**src/rtl/bgen_pkg.sv**
```systemverilog
package bgen_pkg;

  // Per-divider control field; bit order inside the field is the register layout
  typedef struct packed {
    logic sel;     // bit 2: readback selects snapshot
    logic single;  // bit 1: one-shot mode
    logic en;      // bit 0: run enable
  } gen_ctrl_t;

  localparam int CTRL_STRIDE = 4;
  localparam int CTRL_BITS   = 3;

endpackage

```
**src/rtl/bgen_counter.sv**
```systemverilog
module bgen_counter #(
  parameter int CW = 16
) (
  input  logic          clk,
  input  logic          rst,
  input  logic          in_stb,
  input  logic          en,
  input  logic          single,
  input  logic          load,
  input  logic [CW-1:0] tc,
  output logic [CW-1:0] cnt,
  output logic          zero_evt,
  output logic          tick
);

  logic stopped;
  logic active;

  // A strobe is consumed only when running; a load in the same cycle wins
  assign active   = in_stb && en && !stopped && !load;
  assign zero_evt = active && (cnt == '0);

  always_ff @(posedge clk) begin
    if (rst) begin
      cnt     <= '0;
      stopped <= 1'b0;
      tick    <= 1'b0;
    end else begin
      tick <= zero_evt;
      if (load) begin
        cnt     <= tc;
        stopped <= 1'b0;
      end else if (active) begin
        if (cnt == '0) begin
          if (single) stopped <= 1'b1;
          else        cnt     <= tc;
        end else begin
          cnt <= cnt - 1'b1;
        end
      end
    end
  end

  AST_HOLD_WHEN_OFF: assert property (@(posedge clk) disable iff (rst)
    (!en && !load) |=> $stable(cnt));
  AST_LOAD_COPIES: assert property (@(posedge clk) disable iff (rst)
    load |=> (cnt == $past(tc)));
  AST_LOAD_NO_TICK: assert property (@(posedge clk) disable iff (rst)
    load |=> !tick);
  AST_STOP_HOLD: assert property (@(posedge clk) disable iff (rst)
    (stopped && !load) |=> (cnt == '0 && !tick));
  AST_TICK_AT_ZERO: assert property (@(posedge clk) disable iff (rst)
    tick |-> ($past(cnt) == '0));

endmodule

```
**src/rtl/bgen_regs.sv**
```systemverilog
module bgen_regs
  import bgen_pkg::*;
#(
  parameter int NGEN = 2,
  parameter int CW   = 16,
  parameter int AW   = 2
) (
  input  logic                 clk,
  input  logic                 rst,
  input  logic                 wr_en,
  input  logic [AW-1:0]        wr_addr,
  input  logic [CW-1:0]        wr_data,
  input  logic [AW-1:0]        rd_addr,
  input  logic [NGEN*CW-1:0]   cnt_flat,
  input  logic [NGEN-1:0]      zero_evt,
  output logic [NGEN*CW-1:0]   tc_flat,
  output logic [NGEN-1:0]      en,
  output logic [NGEN-1:0]      single,
  output logic [CW-1:0]        rd_data
);

  localparam int CTRL_ADDR = NGEN;
  localparam int STAT_ADDR = NGEN + 1;

  logic [NGEN-1:0][CW-1:0] tc_q;
  logic [NGEN-1:0][CW-1:0] snap_q;
  gen_ctrl_t [NGEN-1:0]    ctrl_q;
  logic [NGEN-1:0]         flag_q;
  logic [CW-1:0]           rd_next;

  logic ctrl_wr;
  logic stat_wr;
  assign ctrl_wr = wr_en && (wr_addr == AW'(CTRL_ADDR));
  assign stat_wr = wr_en && (wr_addr == AW'(STAT_ADDR));

  always_ff @(posedge clk) begin
    if (rst) begin
      tc_q   <= '0;
      snap_q <= '0;
      ctrl_q <= '0;
      flag_q <= '0;
    end else begin
      for (int i = 0; i < NGEN; i++) begin
        if (wr_en && (wr_addr == AW'(i)))
          tc_q[i] <= wr_data;
        if (ctrl_wr) begin
          ctrl_q[i] <= wr_data[CTRL_STRIDE*i +: CTRL_BITS];
          if (wr_data[CTRL_STRIDE*i + 2])
            snap_q[i] <= cnt_flat[CW*i +: CW];
        end
        if (zero_evt[i])
          flag_q[i] <= 1'b1;
        else if (stat_wr && wr_data[i])
          flag_q[i] <= 1'b0;
      end
    end
  end

  always_comb begin
    rd_next = '0;
    for (int i = 0; i < NGEN; i++) begin
      if (rd_addr == AW'(i))
        rd_next = ctrl_q[i].sel ? snap_q[i] : tc_q[i];
    end
    if (rd_addr == AW'(CTRL_ADDR)) begin
      for (int i = 0; i < NGEN; i++)
        rd_next[CTRL_STRIDE*i +: CTRL_BITS] = ctrl_q[i];
    end
    if (rd_addr == AW'(STAT_ADDR))
      rd_next[NGEN-1:0] = flag_q;
  end

  always_ff @(posedge clk) begin
    if (rst) rd_data <= '0;
    else     rd_data <= rd_next;
  end

  for (genvar g = 0; g < NGEN; g++) begin : g_out
    assign tc_flat[CW*g +: CW] = tc_q[g];
    assign en[g]               = ctrl_q[g].en;
    assign single[g]           = ctrl_q[g].single;

    AST_FLAG_SET: assert property (@(posedge clk) disable iff (rst)
      zero_evt[g] |=> flag_q[g]);
    AST_FLAG_STICKY: assert property (@(posedge clk) disable iff (rst)
      (flag_q[g] && !(stat_wr && wr_data[g])) |=> flag_q[g]);
    AST_TC_HELD: assert property (@(posedge clk) disable iff (rst)
      !(wr_en && (wr_addr == AW'(g))) |=> $stable(tc_q[g]));
    AST_SNAP_HELD: assert property (@(posedge clk) disable iff (rst)
      !(ctrl_wr && wr_data[CTRL_STRIDE*g + 2]) |=> $stable(snap_q[g]));
  end

endmodule

```
**src/rtl/dual_baud_gen.sv**
```systemverilog
module dual_baud_gen #(
  parameter int NGEN = 2,
  parameter int CW   = 16,
  parameter int AW   = $clog2(NGEN + 2)
) (
  input  logic            clk,
  input  logic            rst,
  input  logic [NGEN-1:0] in_stb,
  input  logic [NGEN-1:0] load_cmd,
  input  logic            wr_en,
  input  logic [AW-1:0]   wr_addr,
  input  logic [CW-1:0]   wr_data,
  input  logic [AW-1:0]   rd_addr,
  output logic [CW-1:0]   rd_data,
  output logic [NGEN-1:0] tick
);

  logic [NGEN*CW-1:0] cnt_flat;
  logic [NGEN*CW-1:0] tc_flat;
  logic [NGEN-1:0]    zero_evt;
  logic [NGEN-1:0]    en;
  logic [NGEN-1:0]    single;

  bgen_regs #(.NGEN(NGEN), .CW(CW), .AW(AW)) u_regs (
    .clk      (clk),
    .rst      (rst),
    .wr_en    (wr_en),
    .wr_addr  (wr_addr),
    .wr_data  (wr_data),
    .rd_addr  (rd_addr),
    .cnt_flat (cnt_flat),
    .zero_evt (zero_evt),
    .tc_flat  (tc_flat),
    .en       (en),
    .single   (single),
    .rd_data  (rd_data)
  );

  for (genvar g = 0; g < NGEN; g++) begin : g_div
    bgen_counter #(.CW(CW)) u_cnt (
      .clk      (clk),
      .rst      (rst),
      .in_stb   (in_stb[g]),
      .en       (en[g]),
      .single   (single[g]),
      .load     (load_cmd[g]),
      .tc       (tc_flat[CW*g +: CW]),
      .cnt      (cnt_flat[CW*g +: CW]),
      .zero_evt (zero_evt[g]),
      .tick     (tick[g])
    );
  end

  AST_RESET_QUIET: assert property (@(posedge clk)
    rst |=> (tick == '0 && rd_data == '0));

endmodule

```
**config.mk**
```make
export PLATFORM = sky130hd
export DESIGN_NAME = dual_baud_gen
export DESIGN_NICKNAME = d
export VERILOG_FILES = /design/src/rtl/bgen_pkg.sv /design/src/rtl/bgen_counter.sv /design/src/rtl/bgen_regs.sv /design/src/rtl/dual_baud_gen.sv
export SDC_FILE = /design/constraint.sdc
export NUM_CORES = 1
export LEC_CHECK = 0
export CELL_PAD_IN_SITES_DETAIL_PLACEMENT = 1
export CELL_PAD_IN_SITES_GLOBAL_PLACEMENT = 1
export CORE_ASPECT_RATIO = 0.75
export CORE_UTILIZATION = 35
export CTS_CLUSTER_DIAMETER = 80
export CTS_CLUSTER_SIZE = 16
export DETAILED_ROUTE_END_ITERATION = 6
export GPL_TIMING_DRIVEN = 0
export HOLD_SLACK_MARGIN = 0.12
export PLACE_DENSITY_LB_ADDON = 0.1
export SLEW_MARGIN = 20
export SYNTH_ARGS = -nofsm -noshare
export SYNTH_HDL_FRONTEND = slang
export SYNTH_SLANG_ARGS = --single-unit
```
**constraint.sdc**
```tcl
create_clock -name clk -period 3.21 [get_ports clk]
set_input_delay 0.963 -clock clk [delete_from_list [all_inputs] [get_ports clk]]
set_output_delay 0.963 -clock clk [all_outputs]
set_load 0.03 [all_outputs]
```
==> impl_metrics.json, run 1 <==
{
  "place_ws_ps": -449.5,
  "finalClockSkew_ps": 6.557,
  "cts_sinks": 124,
  "cellPowerDensity_mw_per_mm2": 626.6,
  "ant_nets": 0,
  "multiInputGateArea_sq_mm": 0.003152,
  "dr_total_vias": 5915,
  "synthTopCellsByArea": "dfxtp_1 42%, nand2_1 11%, a21oi_1 8.6%",
  "setup_viol": 0,
  "globalRouteTotalUtil_pct": 25.80,
  "die_y_um": 115.0,
  "internal_power_mw": 3.088,
  "p_seq_share_pct": 36.9,
  "dieArea_sq_mm": 0.01756,
  "yosysSeqAreaShare_pct": 41.65,
  "dr.first_iter.drc_count": 498,
  "period_needed_ps": 2967,
  "drc": 2,
  "max-vdd-ir-drop_v": 0.0003181,
  "place_congestion": 0.9043,
  "io_pins": 45,
  "ys_seq_elements": 124,
  "netlist_area_sq_mm": 0.005961,
  "tns_ps": 0,
  "cp.required_ps": 3480,
  "power_frac_comb_pct": 21.8,
  "grt_pass1_wl_mm": 34.11,
  "io_buffers": 43,
  "syn_nets": 784,
  "fmax_mhz": 337.1,
  "hpwl_mm": 16.41,
  "layout-drive-gt1-share_pct": 7.850,
  "finalWorstSetupSlack_ps": 243.2,
  "violations": "design-rule violations",
  "tritoncts": "built",
  "cap_violations": 0,
  "regArea_sq_mm": 0.002482,
  "critPathTopFamily": "buffers and inverters",
  "grt_overflow": 0,
  "numCtsBuffers": 17,
  "finalHoldViolations": 0,
  "synth_flop_cell": "dfxtp_1",
  "postCtsSetupRepairBufs": 0,
  "synthArstFlopShare_pct": 0,
  "avgSynthCellArea_sq_um": 7.916,
  "fillers": 1943,
  "relSlewSlack_pct": 38.55,
  "p_leak_nw": 2.514,
  "fp.dieW_um": 152.7,
  "routed_wl_mm": 21.62,
  "firstDrtPassIters": 7,
  "outcome": "finished with violations",
  "via_per_inst": 5.698,
  "drv_slew": 0,
  "routedWlPerCell_um": 20.83,
  "critPathSlowestCell": "buf_1",
  "worst-path-buf-inv": 4,
  "worstHoldPathType": "register to register",
  "grt_max_degree": 17,
  "yosys-top-cells-count": "170 x nand2_1, 124 x dfxtp_1, 102 x a21oi_1",
  "grt_pass1_vias": 5987,
  "crit_arrival_ps": 3240,
  "synth_top_area_share_pct": 41.65,
  "root_buffer": "clkbuf_16",
  "synth_edf_count": 0,
  "core_area_sq_mm": 0.01632,
  "cts_max_level": 4,
  "clkLatencyLatePin_ps": 430,
  "antenna_found_initial": 0,
  "switching_share_pct": 31.78,
  "p_clk_share_pct": 41.3,
  "worstMarginPinSlew_ps": 913.4,
  "worstPathMaxFanout": 10,
  "cts.clk_slew.worst_paths_ps": 60,
  "yosysUniqueCellTypes": 62,
  "critPathMostFrequentCell": "clkbuf_1",
  "netlist.top_cell.by_area": "dfxtp_1",
  "rsz0062_at_grt": "no",
  "finalCritPeriodShare_pct": 92.42,
  "cp-end-kind": "register",
  "antenna_cells": 0,
  "synth_most_common_cell": "nand2_1",
  "start_kind": "primary input",
  "clk_path_buf_depth": 2,
  "synth_cells": 753,
  "num_rows": 40,
  "fin_nets": 846,
  "ys.warnings.count": 0,
  "area_delta_synth_final_pct": 21.20,
  "worstSetupPathType": "primary input to register",
  "start_util_pct": 36.53,
  "switching_power_mw": 1.439,
  "slowest_delay_ps": 590,
  "path_cells": "clkdlybuf4s50_1, clkbuf_1, clkbuf_1, buf_1, a21oi_1"
}
tightest hold or removal path, delay by kind of cell, from the launching register on:
kind | cells | cell delay [ps]
DFF | 1 | 300
and+or+nand+nor | 1 | 50
AOI/OAI and AO/OA | 1 | 50
sequential cells by signal, indices dropped and copies added, names as in the netlist:
register,flops
u_regs.rd_data,16
u_regs.flag_q,2
u_regs.tc_flat,32
g_div.u_cnt.tick,2
u_regs.snap_q,32
u_regs.single,2
g_div.u_cnt.cnt,32
g_div.u_cnt.stopped,2
u_regs.en,2
u_regs.ctrl_q,2
final timing paths:
kind | end | from | slack, ps | cells after the start
setup / recovery | u_regs.ctrl_q[2] | rst | 240 | 5
hold / removal | u_regs.snap_q[2] | u_regs.snap_q[2] | 450 | 2
setup reg to reg | g_div[0].u_cnt.cnt[7] | g_div[0].u_cnt.cnt[0] | 310 | 9
hold reg to reg | u_regs.snap_q[2] | u_regs.snap_q[2] | 450 | 2
cell families after synthesis:
kind of cell | share of synthesized area, %
muxes | 6.066
buffers and inverters | 5.520
DFF | 41.65
adders and majority gates | 0.8397
AOI/OAI and AO/OA | 21.81
and+or+nand+nor | 24.12
timing repair:
action,4_1_cts,5_1_grt
hold buffers,0,0
setup endpoints to repair,0,24
gates resized for setup,0,4
layout by cell type, fill, tap and decap left out, types with 4 or more instances in the layout:
cell               n
inv_1             26
ha_1               4
a211oi_1           7
nand3_1           11
buf_2              5
nand4_1           10
buf_4              5
o32ai_1            8
a31oi_1            9
nor2b_1            7
o22a_1            10
and2_1             4
clkbuf_1          41
or2_2              7
o31a_1             4
clkdlybuf4s50_1   43
nand2_1          170
or3_1              6
o22ai_1            5
clkbuf_16         17
nor3_1            14
mux2i_1           35
nand2b_1           5
a21oi_1          102
nand3b_1           6
nor2_1            39
a211o_1            9
o21ai_0           16
dfxtp_1          124
clkinv_2           9
stage by stage:
| stage | instances | hold slack (ps) | util [%] | area [sq um] | power (mW) |
|---|---|---|---|---|---|
| 4_1_cts | 1038 | 453.8 | 44.26 | 7221 | 4.517 |
| 2_1_floorplan | 753 | 433.2 | - | 5961 | 2.328 |
| 6_report | 1038 | 452.3 | 44.28 | 7224 | 4.527 |
| 3_5_place_dp | 1006 | 446.1 | 40.78 | 6654 | 2.649 |
| 5_1_grt | 1038 | 476.8 | 44.28 | 7224 | 4.696 |
| 3_3_place_gp | 1006 | 446.6 | 40.78 | 6654 | 2.618 |
layer usage:
layer	vias up	share of wire, %	global-route usage, %
met5	-	0	0
li1	2782	-	-
met2	185	42	39.11
met1	2918	50	35.82
met3	30	6.4	6.106
met4	0	1.8	9.226
area by class of cell:
class / instances / area share (%)
clock inverters: 14 / 1.767
multi-input cells: 548 / 43.63
repair buffers: 43 / 5.958
flip-flops and latches: 124 / 34.36
plain buffers: 55 / 3.221
inverters: 26 / 1.351
clock buffers: 18 / 6.079
well taps: 210 / 3.637
power by group through the flow:
stage,Sequential [mW],Combinational (mW),Clock [mW]
floorplan,1.68,0.644,0
global placement,1.70,0.920,0
detailed placement,1.70,0.949,0
CTS,1.67,0.956,1.89
global route,1.68,1.06,1.96
finish,1.67,0.987,1.87
No activity file was read; power rests on OpenSTA's default activity.
==> inputs of run 2 (changes only) <==
TNS_END_PERCENT = 100   (was not set)
==> results of run 2 <==
Final layout, timing and power as in run 1 (identical DEF).
==> inputs of run 3 (changes only) <==
PLACE_DENSITY = 0.72   (was not set)
PLACE_DENSITY_LB_ADDON = not set   (was 0.1)
==> run 3 against run 2 <==
Net effect:
- total power rose by 0.60%
- sequential power about the same
- the run still ends with design-rule violations left
- sequential share of layout area is 0.053 points lower
- clock-buffer cell count up 6
- first-iteration DRC count fell by 8.6%
- maximum frequency decreased by 5.3%
- hold slack improved by 2.4 ps
- sequential cell count unchanged
- final cell count hardly changed
- via count rose by 0.14%
- die area did not move
==> impl_metrics.json, run 3 (synthesis results as in run 1) <==
{
  "outcome": "finished with violations",
  "violations": "design-rule violations",
  "finalWorstSetupSlack_ps": 76.59,
  "drv_slew": 0,
  "numCtsBuffers": 17,
  "root_buffer": "clkbuf_16",
  "hold_buffers": 0,
  "ant_nets": 0,
  "cellPowerDensity_mw_per_mm2": 629.4,
  "die_y_um": 115.0,
  "cts_max_level": 4,
  "core_area_sq_mm": 0.01632,
  "setup_viol": 0,
  "antenna_cells": 0,
  "crit_arrival_ps": 3390,
  "place_ws_ps": -284.6,
  "clk_path_buf_depth": 2,
  "grt_max_degree": 17,
  "relSlewSlack_pct": 31.95,
  "holdWs_ps": 454.7,
  "ctsResizeCount": 0,
  "cp.required_ps": 3470,
  "period_needed_ps": 3133,
  "worstHoldPathType": "register to register",
  "cap_violations": 0,
  "firstDrtPassIters": 7,
  "layout-drive-gt1-share_pct": 7.255,
  "grt_overflow": 0,
  "tns_ps": 0,
  "grt_pass1_wl_mm": 33.88,
  "dr_total_vias": 5923,
  "finalHoldViolations": 0,
  "tritoncts": "built",
  "r2r_setup_slack_ps": 350,
  "cp-end-kind": "register",
  "hpwl_mm": 16.16,
  "fmax_mhz": 319.1,
  "max-vdd-ir-drop_v": 0.0002763,
  "finalClockSkew_ps": 8.442,
  "globalRouteTotalUtil_pct": 25.51,
  "most-common-layout-cells": "170 x nand2_1, 124 x dfxtp_1, 102 x a21oi_1",
  "rsz0062_at_grt": "no",
  "fp.dieW_um": 152.7,
  "holdPathStages": 2,
  "worstSetupPathType": "primary input to register",
  "via_per_inst": 5.712,
  "postCtsSetupRepairBufs": 0,
  "worstMarginPinSlew_ps": 1019,
  "worstRegToRegCells": 9,
  "critPathSlowestCell": "clkbuf_1",
  "fin_total_pwr_mw": 4.554,
  "p_leak_nw": 2.516,
  "drc": 4,
  "dr.first_iter.drc_count": 455,
  "routedWlPerCell_um": 20.78,
  "finalCritPeriodShare_pct": 97.61,
  "antenna_found_initial": 0,
  "routed_wl_mm": 21.54,
  "io_pins": 45,
  "io_buffers": 43,
  "cts_sinks": 124,
  "area_delta_synth_final_pct": 21.39,
  "cts.clk_slew.worst_paths_ps": 50,
  "num_rows": 40,
  "place_congestion": 0.9255,
  "dieArea_sq_mm": 0.01756,
  "fin_nets": 846,
  "grt_pass1_vias": 6097,
  "start_kind": "primary input",
  "slowest_delay_ps": 710,
  "critPathMostFrequentCell": "clkbuf_1",
  "final_common_cell": "nand2_1",
  "utilization_pct": 44.35,
  "clkLatencyLatePin_ps": 430,
  "path_cells": "clkdlybuf4s50_1, clkbuf_1, clkbuf_1, clkbuf_1, a21oi_1",
  "worstPathMaxFanout": 10,
  "start_util_pct": 36.53
}
run 3: cell count changes in the layout (fill, tap and decap cells not counted):
cell	previous run	this run
clkbuf_2	1	0
clkbuf_1	41	44
buf_1	3	4
clkinv_2	9	4
clkinvlp_4	3	1
clkbuf_8	1	4
run 3: worst paths after layout:
| kind | end | start |
|---|---|---|
| worst min-delay path | u_regs.tc_flat[2] | u_regs.tc_flat[2] |
| worst min register to register | u_regs.tc_flat[2] | u_regs.tc_flat[2] |
| worst max-delay path | u_regs.rd_data[6] | rst |
| worst max register to register | g_div[0].u_cnt.cnt[7] | g_div[0].u_cnt.cnt[0] |
run 3: cell type report:
| class | count | area (sq um) |
|---|---|---|
| multi-input cells | 548 | 3152 |
| plain buffers | 55 | 231.5 |
| inverters | 26 | 97.59 |
| clock buffers | 24 | 491.7 |
| repair buffers | 43 | 430.4 |
| fillers | 1971 | 9080 |
| well taps | 210 | 262.8 |
| clock inverters | 7 | 87.58 |
| flip-flops and latches | 124 | 2482 |
run 3: per-stage QoR:
step                instance area, sq um  instances
floorplan                           5961        753
global placement                    6654       1006
detailed placement                  6654       1006
CTS                                 7233       1037
global route                        7236       1037
finish                              7236       1037
run 3: layer usage:
layer,global-route usage (%),share of wire (%),vias to the layer above,wire length [um]
met2,40.18,44,159,9521
met4,8.081,1.3,0,278
li1,-,-,2776,-
met1,34.78,49,2969,10570
met5,0,0,-,0
met3,5.805,5.5,19,1176
run 3: power by group:
group          internal [mW]  switching, mW  total [mW]
combinational          0.341          0.629       0.969
sequential              1.60         0.0710        1.67
clock                   1.21          0.698        1.91
run 3: worst max-delay path: cells and delay by family:
family / cells / cell delay, ps
buf+inv: 4 / 2280
compound gates: 1 / 150
